==> config.mk <==
export PLATFORM = sky130hd
export DESIGN_NAME = cnt_regif
export DESIGN_NICKNAME = d
export VERILOG_FILES = /design/src/rtl/cnt_regif_pkg.sv /design/src/rtl/cnt_regif_decode.sv /design/src/rtl/cnt_regif_ctrl.sv /design/src/rtl/cnt_regif_pend.sv /design/src/rtl/cnt_regif.sv
export SDC_FILE = /design/constraint.sdc
export NUM_CORES = 1
export LEC_CHECK = 0
export ABC_AREA = 0
export BUFFER_PORTS_ARGS = -buffer_cell sky130_fd_sc_hd__buf_4
export CAP_MARGIN = 20
export CELL_PAD_IN_SITES_DETAIL_PLACEMENT = 2
export CELL_PAD_IN_SITES_GLOBAL_PLACEMENT = 2
export CORE_AREA = 2 2 61 77
export CTS_BUF_LIST = sky130_fd_sc_hd__clkbuf_2 sky130_fd_sc_hd__clkbuf_4 sky130_fd_sc_hd__clkbuf_8
export CTS_CLUSTER_SIZE = 28
export DETAILED_ROUTE_END_ITERATION = 10
export DIE_AREA = 0 0 63 79
export PLACE_DENSITY_LB_ADDON = 0.12
export RECOVER_POWER = 25
export SYNTH_ARGS = -nofsm -noshare
export SYNTH_HDL_FRONTEND = slang
export SYNTH_HIERARCHICAL = 1
export SYNTH_SLANG_ARGS = --single-unit
==> constraint.sdc <==
create_clock -name clk -period 2.1 [get_ports clk]
set_input_delay 0.21 -clock clk [delete_from_list [all_inputs] [get_ports clk]]
set_output_delay 0.21 -clock clk [all_outputs]
set_load 0.03 [all_outputs]
==> src/rtl/cnt_regif_pkg.sv <==
package cnt_regif_pkg;

    localparam int DATA_W   = 16;
    localparam int ADDR_W   = 2;
    localparam int LANE_W   = 8;
    localparam int NUM_CH   = 10;
    localparam int ID_W     = 3;
    localparam int ID_LSB   = 8;
    localparam int CLK_BIT  = 0;
    localparam int SRST_BIT = 15;
    localparam logic [ID_W-1:0] MODEL_ID = 3'b111;

    // register select carried by address bit 1
    typedef enum logic {
        SEL_CTRL = 1'b0,
        SEL_STAT = 1'b1
    } reg_sel_e;

    typedef struct packed {
        logic hi;   // bits 15:8, even byte address
        logic lo;   // bits 7:0, odd byte address
    } lane_t;

    typedef struct packed {
        logic  wr_ctrl;
        logic  wr_stat;
        logic  rd_ctrl;
        logic  rd_stat;
        lane_t lanes;
    } access_t;

    function automatic lane_t lanes_of(input logic addr0, input logic half);
        lane_t l;
        if (half) begin
            l.hi = 1'b1;
            l.lo = 1'b1;
        end else begin
            l.hi = ~addr0;
            l.lo = addr0;
        end
        return l;
    endfunction

    function automatic logic [DATA_W-1:0] lane_mask(input lane_t l);
        return {{LANE_W{l.hi}}, {LANE_W{l.lo}}};
    endfunction

endpackage

==> src/rtl/cnt_regif_decode.sv <==
module cnt_regif_decode
    import cnt_regif_pkg::*;
(
    input  logic              bus_sel,
    input  logic              bus_wr,
    input  logic [ADDR_W-1:0] bus_addr,
    input  logic              bus_half,
    output access_t           acc
);
    reg_sel_e which;

    always_comb begin
        which       = reg_sel_e'(bus_addr[1]);
        acc.lanes   = lanes_of(bus_addr[0], bus_half);
        acc.wr_ctrl = bus_sel &  bus_wr & (which == SEL_CTRL);
        acc.wr_stat = bus_sel &  bus_wr & (which == SEL_STAT);
        acc.rd_ctrl = bus_sel & ~bus_wr & (which == SEL_CTRL);
        acc.rd_stat = bus_sel & ~bus_wr & (which == SEL_STAT);
    end
endmodule

==> src/rtl/cnt_regif_ctrl.sv <==
module cnt_regif_ctrl
    import cnt_regif_pkg::*;
(
    input  logic              clk,
    input  logic              rst,
    input  access_t           acc,
    input  logic              wbit_clk,
    input  logic              wbit_srst,
    output logic              clk_fast,
    output logic              soft_rst,
    output logic [DATA_W-1:0] rd_val
);
    logic srst_req;

    assign srst_req = acc.wr_ctrl & acc.lanes.hi & wbit_srst;

    always_ff @(posedge clk) begin
        if (rst || soft_rst)
            clk_fast <= 1'b0;
        else if (acc.wr_ctrl && acc.lanes.lo)
            clk_fast <= wbit_clk;
    end

    always_ff @(posedge clk) begin
        if (rst)
            soft_rst <= 1'b0;
        else
            soft_rst <= srst_req & ~soft_rst;
    end

    always_comb begin
        rd_val                 = '0;
        rd_val[CLK_BIT]        = clk_fast;
        rd_val[ID_LSB +: ID_W] = MODEL_ID;
    end

    AST_SRST_SINGLE: assert property (@(posedge clk) disable iff (rst)
        soft_rst |=> !soft_rst);
    AST_SRST_FOLLOWS_WRITE: assert property (@(posedge clk) disable iff (rst)
        (srst_req && !soft_rst) |=> soft_rst);
    AST_SRST_CLEARS_CLK: assert property (@(posedge clk) disable iff (rst)
        soft_rst |=> !clk_fast);
    AST_CLK_HOLDS: assert property (@(posedge clk) disable iff (rst)
        (!(acc.wr_ctrl && acc.lanes.lo) && !soft_rst) |=> $stable(clk_fast));
endmodule

==> src/rtl/cnt_regif_pend.sv <==
module cnt_regif_pend #(
    parameter int N_CH = 10
) (
    input  logic            clk,
    input  logic            rst,
    input  logic            soft_rst,
    input  logic [N_CH-1:0] clr,
    input  logic [N_CH-1:0] evt,
    input  logic [N_CH-1:0] en,
    output logic [N_CH-1:0] pend
);
    for (genvar g = 0; g < N_CH; g++) begin : g_ch
        always_ff @(posedge clk) begin
            if (rst || soft_rst)
                pend[g] <= 1'b0;
            else
                pend[g] <= en[g] & (evt[g] | (pend[g] & ~clr[g]));
        end

        AST_DISABLED_IDLE: assert property (@(posedge clk) disable iff (rst)
            !en[g] |=> !pend[g]);
        AST_EVENT_SETS: assert property (@(posedge clk) disable iff (rst)
            (en[g] && evt[g] && !soft_rst) |=> pend[g]);
        AST_CLEAR_WORKS: assert property (@(posedge clk) disable iff (rst)
            (clr[g] && !evt[g]) |=> !pend[g]);
    end

    AST_SRST_CLEARS_PEND: assert property (@(posedge clk) disable iff (rst)
        soft_rst |=> (pend == '0));
endmodule

==> src/rtl/cnt_regif.sv <==
module cnt_regif
    import cnt_regif_pkg::*;
#(
    parameter int N_CH = NUM_CH
) (
    input  logic              clk,
    input  logic              rst,
    input  logic              bus_sel,
    input  logic              bus_wr,
    input  logic [ADDR_W-1:0] bus_addr,
    input  logic              bus_half,
    input  logic [DATA_W-1:0] bus_wdata,
    output logic [DATA_W-1:0] bus_rdata,
    input  logic [N_CH-1:0]   ch_event,
    input  logic [N_CH-1:0]   ch_irq_en,
    output logic              soft_rst,
    output logic              clk_fast,
    output logic              irq
);
    access_t           acc;
    logic [DATA_W-1:0] ctrl_val;
    logic [DATA_W-1:0] stat_val;
    logic [DATA_W-1:0] rd_sel;
    logic [N_CH-1:0]   pend;
    logic [N_CH-1:0]   clr;

    cnt_regif_decode u_dec (
        .bus_sel  (bus_sel),
        .bus_wr   (bus_wr),
        .bus_addr (bus_addr),
        .bus_half (bus_half),
        .acc      (acc)
    );

    cnt_regif_ctrl u_ctrl (
        .clk       (clk),
        .rst       (rst),
        .acc       (acc),
        .wbit_clk  (bus_wdata[CLK_BIT]),
        .wbit_srst (bus_wdata[SRST_BIT]),
        .clk_fast  (clk_fast),
        .soft_rst  (soft_rst),
        .rd_val    (ctrl_val)
    );

    // bit i lives in the low lane when i < 8, otherwise in the high lane
    for (genvar i = 0; i < N_CH; i++) begin : g_clr
        if (i < LANE_W) begin : g_lo
            assign clr[i] = acc.wr_stat & acc.lanes.lo & bus_wdata[i];
        end else begin : g_hi
            assign clr[i] = acc.wr_stat & acc.lanes.hi & bus_wdata[i];
        end
    end

    cnt_regif_pend #(.N_CH(N_CH)) u_pend (
        .clk      (clk),
        .rst      (rst),
        .soft_rst (soft_rst),
        .clr      (clr),
        .evt      (ch_event),
        .en       (ch_irq_en),
        .pend     (pend)
    );

    always_comb begin
        stat_val           = '0;
        stat_val[N_CH-1:0] = pend;
        if (acc.rd_ctrl)
            rd_sel = ctrl_val;
        else if (acc.rd_stat)
            rd_sel = stat_val;
        else
            rd_sel = '0;
        bus_rdata = rd_sel & lane_mask(acc.lanes);
    end

    assign irq = |pend;

    AST_CTRL_ZERO_FIELDS: assert property (@(posedge clk) disable iff (rst)
        acc.rd_ctrl |-> (bus_rdata[15:11] == '0 && bus_rdata[7:1] == '0));
    AST_MODEL_ID: assert property (@(posedge clk) disable iff (rst)
        (acc.rd_ctrl && acc.lanes.hi) |-> (bus_rdata[10:8] == MODEL_ID));
    AST_STAT_HIGH_ZERO: assert property (@(posedge clk) disable iff (rst)
        acc.rd_stat |-> (bus_rdata[DATA_W-1:N_CH] == '0));
    AST_IDLE_READ_ZERO: assert property (@(posedge clk) disable iff (rst)
        !(bus_sel && !bus_wr) |-> (bus_rdata == '0));
    AST_IRQ_LEVEL: assert property (@(posedge clk) disable iff (rst)
        $rose(irq) |-> (stat_val != '0));
endmodule

Yosys cells after proc, flatten, opt, wreduce, memory -nomap -nowiden
Index checks and enable logic that the tools add are counted.

operators by class
  reductions and logical operators = 3
  mux-type cells = 3
  bitwise logic cells = 66

operators by type and width
  operator             number
  bitwise AND 1 bit    41
  bitwise AND 16 bit   1
  inverter 1 bit       14
  2-to-1 mux 11 bit    1
  2-to-1 mux 10 bit    1
  bitwise OR 1 bit     10
  OR reduction 10 bit  1
  2-to-1 mux 2 bit     1
  logical AND 1 bit    1
  logical OR 1 bit     1

storage, ports and cells
  output and inout bits = 19
  bits in registers = 12

Longest topological paths before layout
  depth after elaboration = 8
  mapped depth = 5

Cells and area by module
The synthesis kept the hierarchy.

by module, submodules not included
  module            area an instance (um2)  times used  cells each  sequential area each (um2)
  cnt_regif_pend    382.9                   1           31          200.2
  cnt_regif         340.3                   1           54          0.0
  cnt_regif_ctrl    205.2                   1           25          40.0
  cnt_regif_decode  50.0                    1           6           0.0

Worst setup path before layout
Ideal clock, no wire load.

  kind = input to output
  from = input bus_wr
  to = output bus_rdata[0]
  slack = 465 ps
  required time = 1890 ps
  cell stages on the path = 4
  arrival time = 1425 ps
  path through = nor3b_2 buf_6 nand2_1 a21boi_0

between the ends
  cells in the longest elaborated chain, start to end = 6

ends and longest elaborated chain
  element               RTL line                                        source
  start: declaration    cnt_regif.sv:9                                  input logic bus_wr,
  inverter 1 bit *      cnt_regif_decode.sv:17, cnt_regif_decode.sv:18
  bitwise AND 1 bit *   cnt_regif_decode.sv:17, cnt_regif_decode.sv:18
  bitwise AND 1 bit     cnt_regif_decode.sv:18                          acc.rd_stat = bus_sel & ~bus_wr & (which == SEL_STAT);
  2-to-1 mux 10 bit     cnt_regif.sv:70                                 else if (acc.rd_stat)
  2-to-1 mux 11 bit *   cnt_regif.sv:68                                 if (acc.rd_ctrl)
  bitwise AND 16 bit *  cnt_regif.sv:74                                 bus_rdata = rd_sel & lane_mask(acc.lanes);
  end: declaration      cnt_regif.sv:13                                 output logic [DATA_W-1:0] bus_rdata,

Every way passes the cells marked *; elsewhere a longest branch is shown, timed or not.

==> flow_metrics.tcl <==
set metrics [dict create \
    synth_top_family_by_area "simple AND/OR/NAND/NOR gates" \
    grt_max_degree 27 \
    worst_setup_path_end_kind "primary output" \
    grt_pass1_vias 1162 \
    area_delta_synth_final_pct 42.1 \
    design_area_sq_mm 0.00139 \
    start_util_pct 22.8 \
    ir_drop_v 0.000279 \
    rows 27 \
    crit_type "in -> out" \
    netlist.area_leader.share_pct 24.6 \
    reg2reg_to "u_ctrl/clk_fast" \
    hold_violations 0 \
    fin_tns_setup_ns 0 \
    synthesis.area_sq_um 978 \
    clk_pin_slew_ns 0.06 \
    place_area_sq_mm 0.00134 \
    io_buffer_count 51 \
    grtUsageTotal_pct 14.5 \
    seq_area_sq_um 240 \
    route.met2.wl_microns 1950 \
    wl_per_cell_microns 15.0 \
    r2r_slack_ns 1.24 \
    slew_viol_final 0 \
    die-area_sq_mm 0.00498 \
    relSlewSlack_pct 42.0 \
    synth-simple-area-share_pct 39.0 \
    ant_nets 0 \
    yosysTopAreaCell "dfxtp_1" \
    synth_mux_area_share_pct 0 \
    max_freq_ghz 0.595 \
    multiInputGateArea_sq_um 636 \
    coreArea_sq_mm 0.00429 \
    wl_microns 3350 \
    setup_viol 0 \
    cp.buffers_inverters 2 \
    worst-path-stages 4 \
    synth.distinct_cells 24 \
    fin_crit_ns 1.68 \
    cp_top_family "simple AND/OR/NAND/NOR gates" \
    route.detailed.drc 0 \
    synthAdderAreaFrac_pct 0 \
    yosysWarnings 6 \
    finalClockSkew_ns 0.00202 \
    die_width_microns 63 \
    holdCritPathClass "in -> reg" \
    powerDensity_mw_per_mm2 485 \
    synth.avg_cell_area_sq_um 8.43 \
    nNetsFinal 209 \
    drtIter0Drc 16 \
    wl_met1_microns 1200 \
    post_cts_buffers 0 \
    vias 1010 \
    htreeDepth 1 \
    syn_inst 116 \
    reg2regPathDepth 2 \
    crit_fanout 18 \
    cap_violations 0 \
    outcome "completed" \
    final_common_cell "buf_4" \
    cts_tree "yes" \
    synth_xor_area_share_pct 0 \
    r2r-start "u_ctrl/clk_fast" \
    synth_compound_area_share_pct 20.2 \
    antenna_found_initial 0 \
    clk_latency_ns 0.25 \
    p_leak_uw 0.000772 \
    fin_crit_sh_pct 80.0 \
    yosys_register_bits 12 \
    synth_area_leaders "dfxtp_1 (25%), buf_4 (14%), and3_1 (10%)" \
    grt_pass1_wl_microns 5640 \
    io_pins 62 \
    top_layer_used "met4" \
    drive_gt1_share_pct 35.8 \
    cts_resized 0 \
    cpPeakStageDelay_ns 0.66 \
    dr.pass1.iters 4 \
    worst_pin_slew_ns 0.870 \
    globalplace.congestion 0.718 \
    required_ns 1.89 \
    cts_max_path_buffers 2 \
    hold_path_startpoint "rst" \
    arrival_ns 1.47 \
    route.met3.wl_microns 186 \
    rsz0062_at_grt "no" \
    clockRootBuffer "clkbuf_8" \
    min_to "u_ctrl/clk_fast" \
    fill_cells 524 \
    holdPathStages 2 \
    cp_cell_sequence "clkbuf_4 > or2_0 > a21boi_0 > buf_4" \
    synth_seq_area_share_pct 24.6 \
    final_cell_mix "buf_4 (50), and3_1 (16), conb_1 (15)" \
    die_y_microns 79 \
    cts_buffers 3 \
    cp-start-kind "input pin" \
    cts.sinks 12 \
    antennaDiodeCount 0 \
    via_per_inst 4.53 \
    overflow 0 \
    cp_slowest_cell "or2_0" \
    hold_buffers 0 \
]
## power by group
part           leakage (uW)  internal (uW)  switching [uW]
clock             0.0000288            166            96.2
combinational      0.000645           85.1            79.3
sequential        0.0000985            238            9.06
total              0.000772            489             185
## metal layers
layer  vias to the layer above  GRT usage (%)
met2                        34           29.7
li1                        481              -
met1                       491           14.5
met3                         4           3.68
met5                         -              0
met4                         0           2.67
## per-stage QoR
stage,total power (uW),setup WS (ns),hold slack [ns],utilization [%],cells
after floorplan,351,0.465,0.275,-,129
after global placement,414,0.555,0.430,31.2,219
after detailed placement,419,0.528,0.440,31.2,219
after CTS,687,0.524,0.180,32.5,223
after global routing,715,0.232,0.178,32.4,223
final,674,0.419,0.183,32.4,223
## cell usage after synthesis
cell type / count
buf_4: 18
and3_1: 16
dfxtp_1: 12
nand2_1: 10
nand3b_1: 10
nor2b_1: 10
o211a_1: 10
a21boi_0: 6
a21boi_1: 4
nand3_1: 3
and3b_1: 2
conb_1: 2
nor4_1: 2
a211oi_2: 1
a21bo_1: 1
and3_2: 1
buf_6: 1
clkbuf_2: 1
nand2b_1: 1
nor2_1: 1
nor2_8: 1
nor3_1: 1
nor3b_2: 1
or2_1: 1
## worst max path at each step
stage                         from  slack (ns)           end
final                     bus_half        0.42  bus_rdata[3]
after global routing      bus_half        0.23  bus_rdata[3]
after CTS                   bus_wr        0.52  bus_rdata[3]
after detailed placement    bus_wr        0.53  bus_rdata[3]
after global placement      bus_wr        0.56  bus_rdata[5]
after floorplan             bus_wr        0.47  bus_rdata[0]
## state kept, by name, summed over array words and instances, names as in the netlist
| name | count |
|---|---|
| u_ctrl/soft_rst | 1 |
| u_pend/pend | 10 |
| u_ctrl/clk_fast | 1 |
## logic make-up (layout without fill, tap and decap cells)
kind of cell	count (synthesis)	count (layout)
AO/OA/AOI/OAI	22	22
buffers and inverters	20	56
flip-flops	12	12
other	2	15
AND/OR/NAND/NOR	60	60
## final cells by class
type	instances	share of cell area (%)
multi-input cells	97	45.7
repair buffers	52	27.8
flip-flops and latches	12	17.3
well taps	58	5.22
clock buffers	4	3.96
Power figures use the tool's default switching activity.
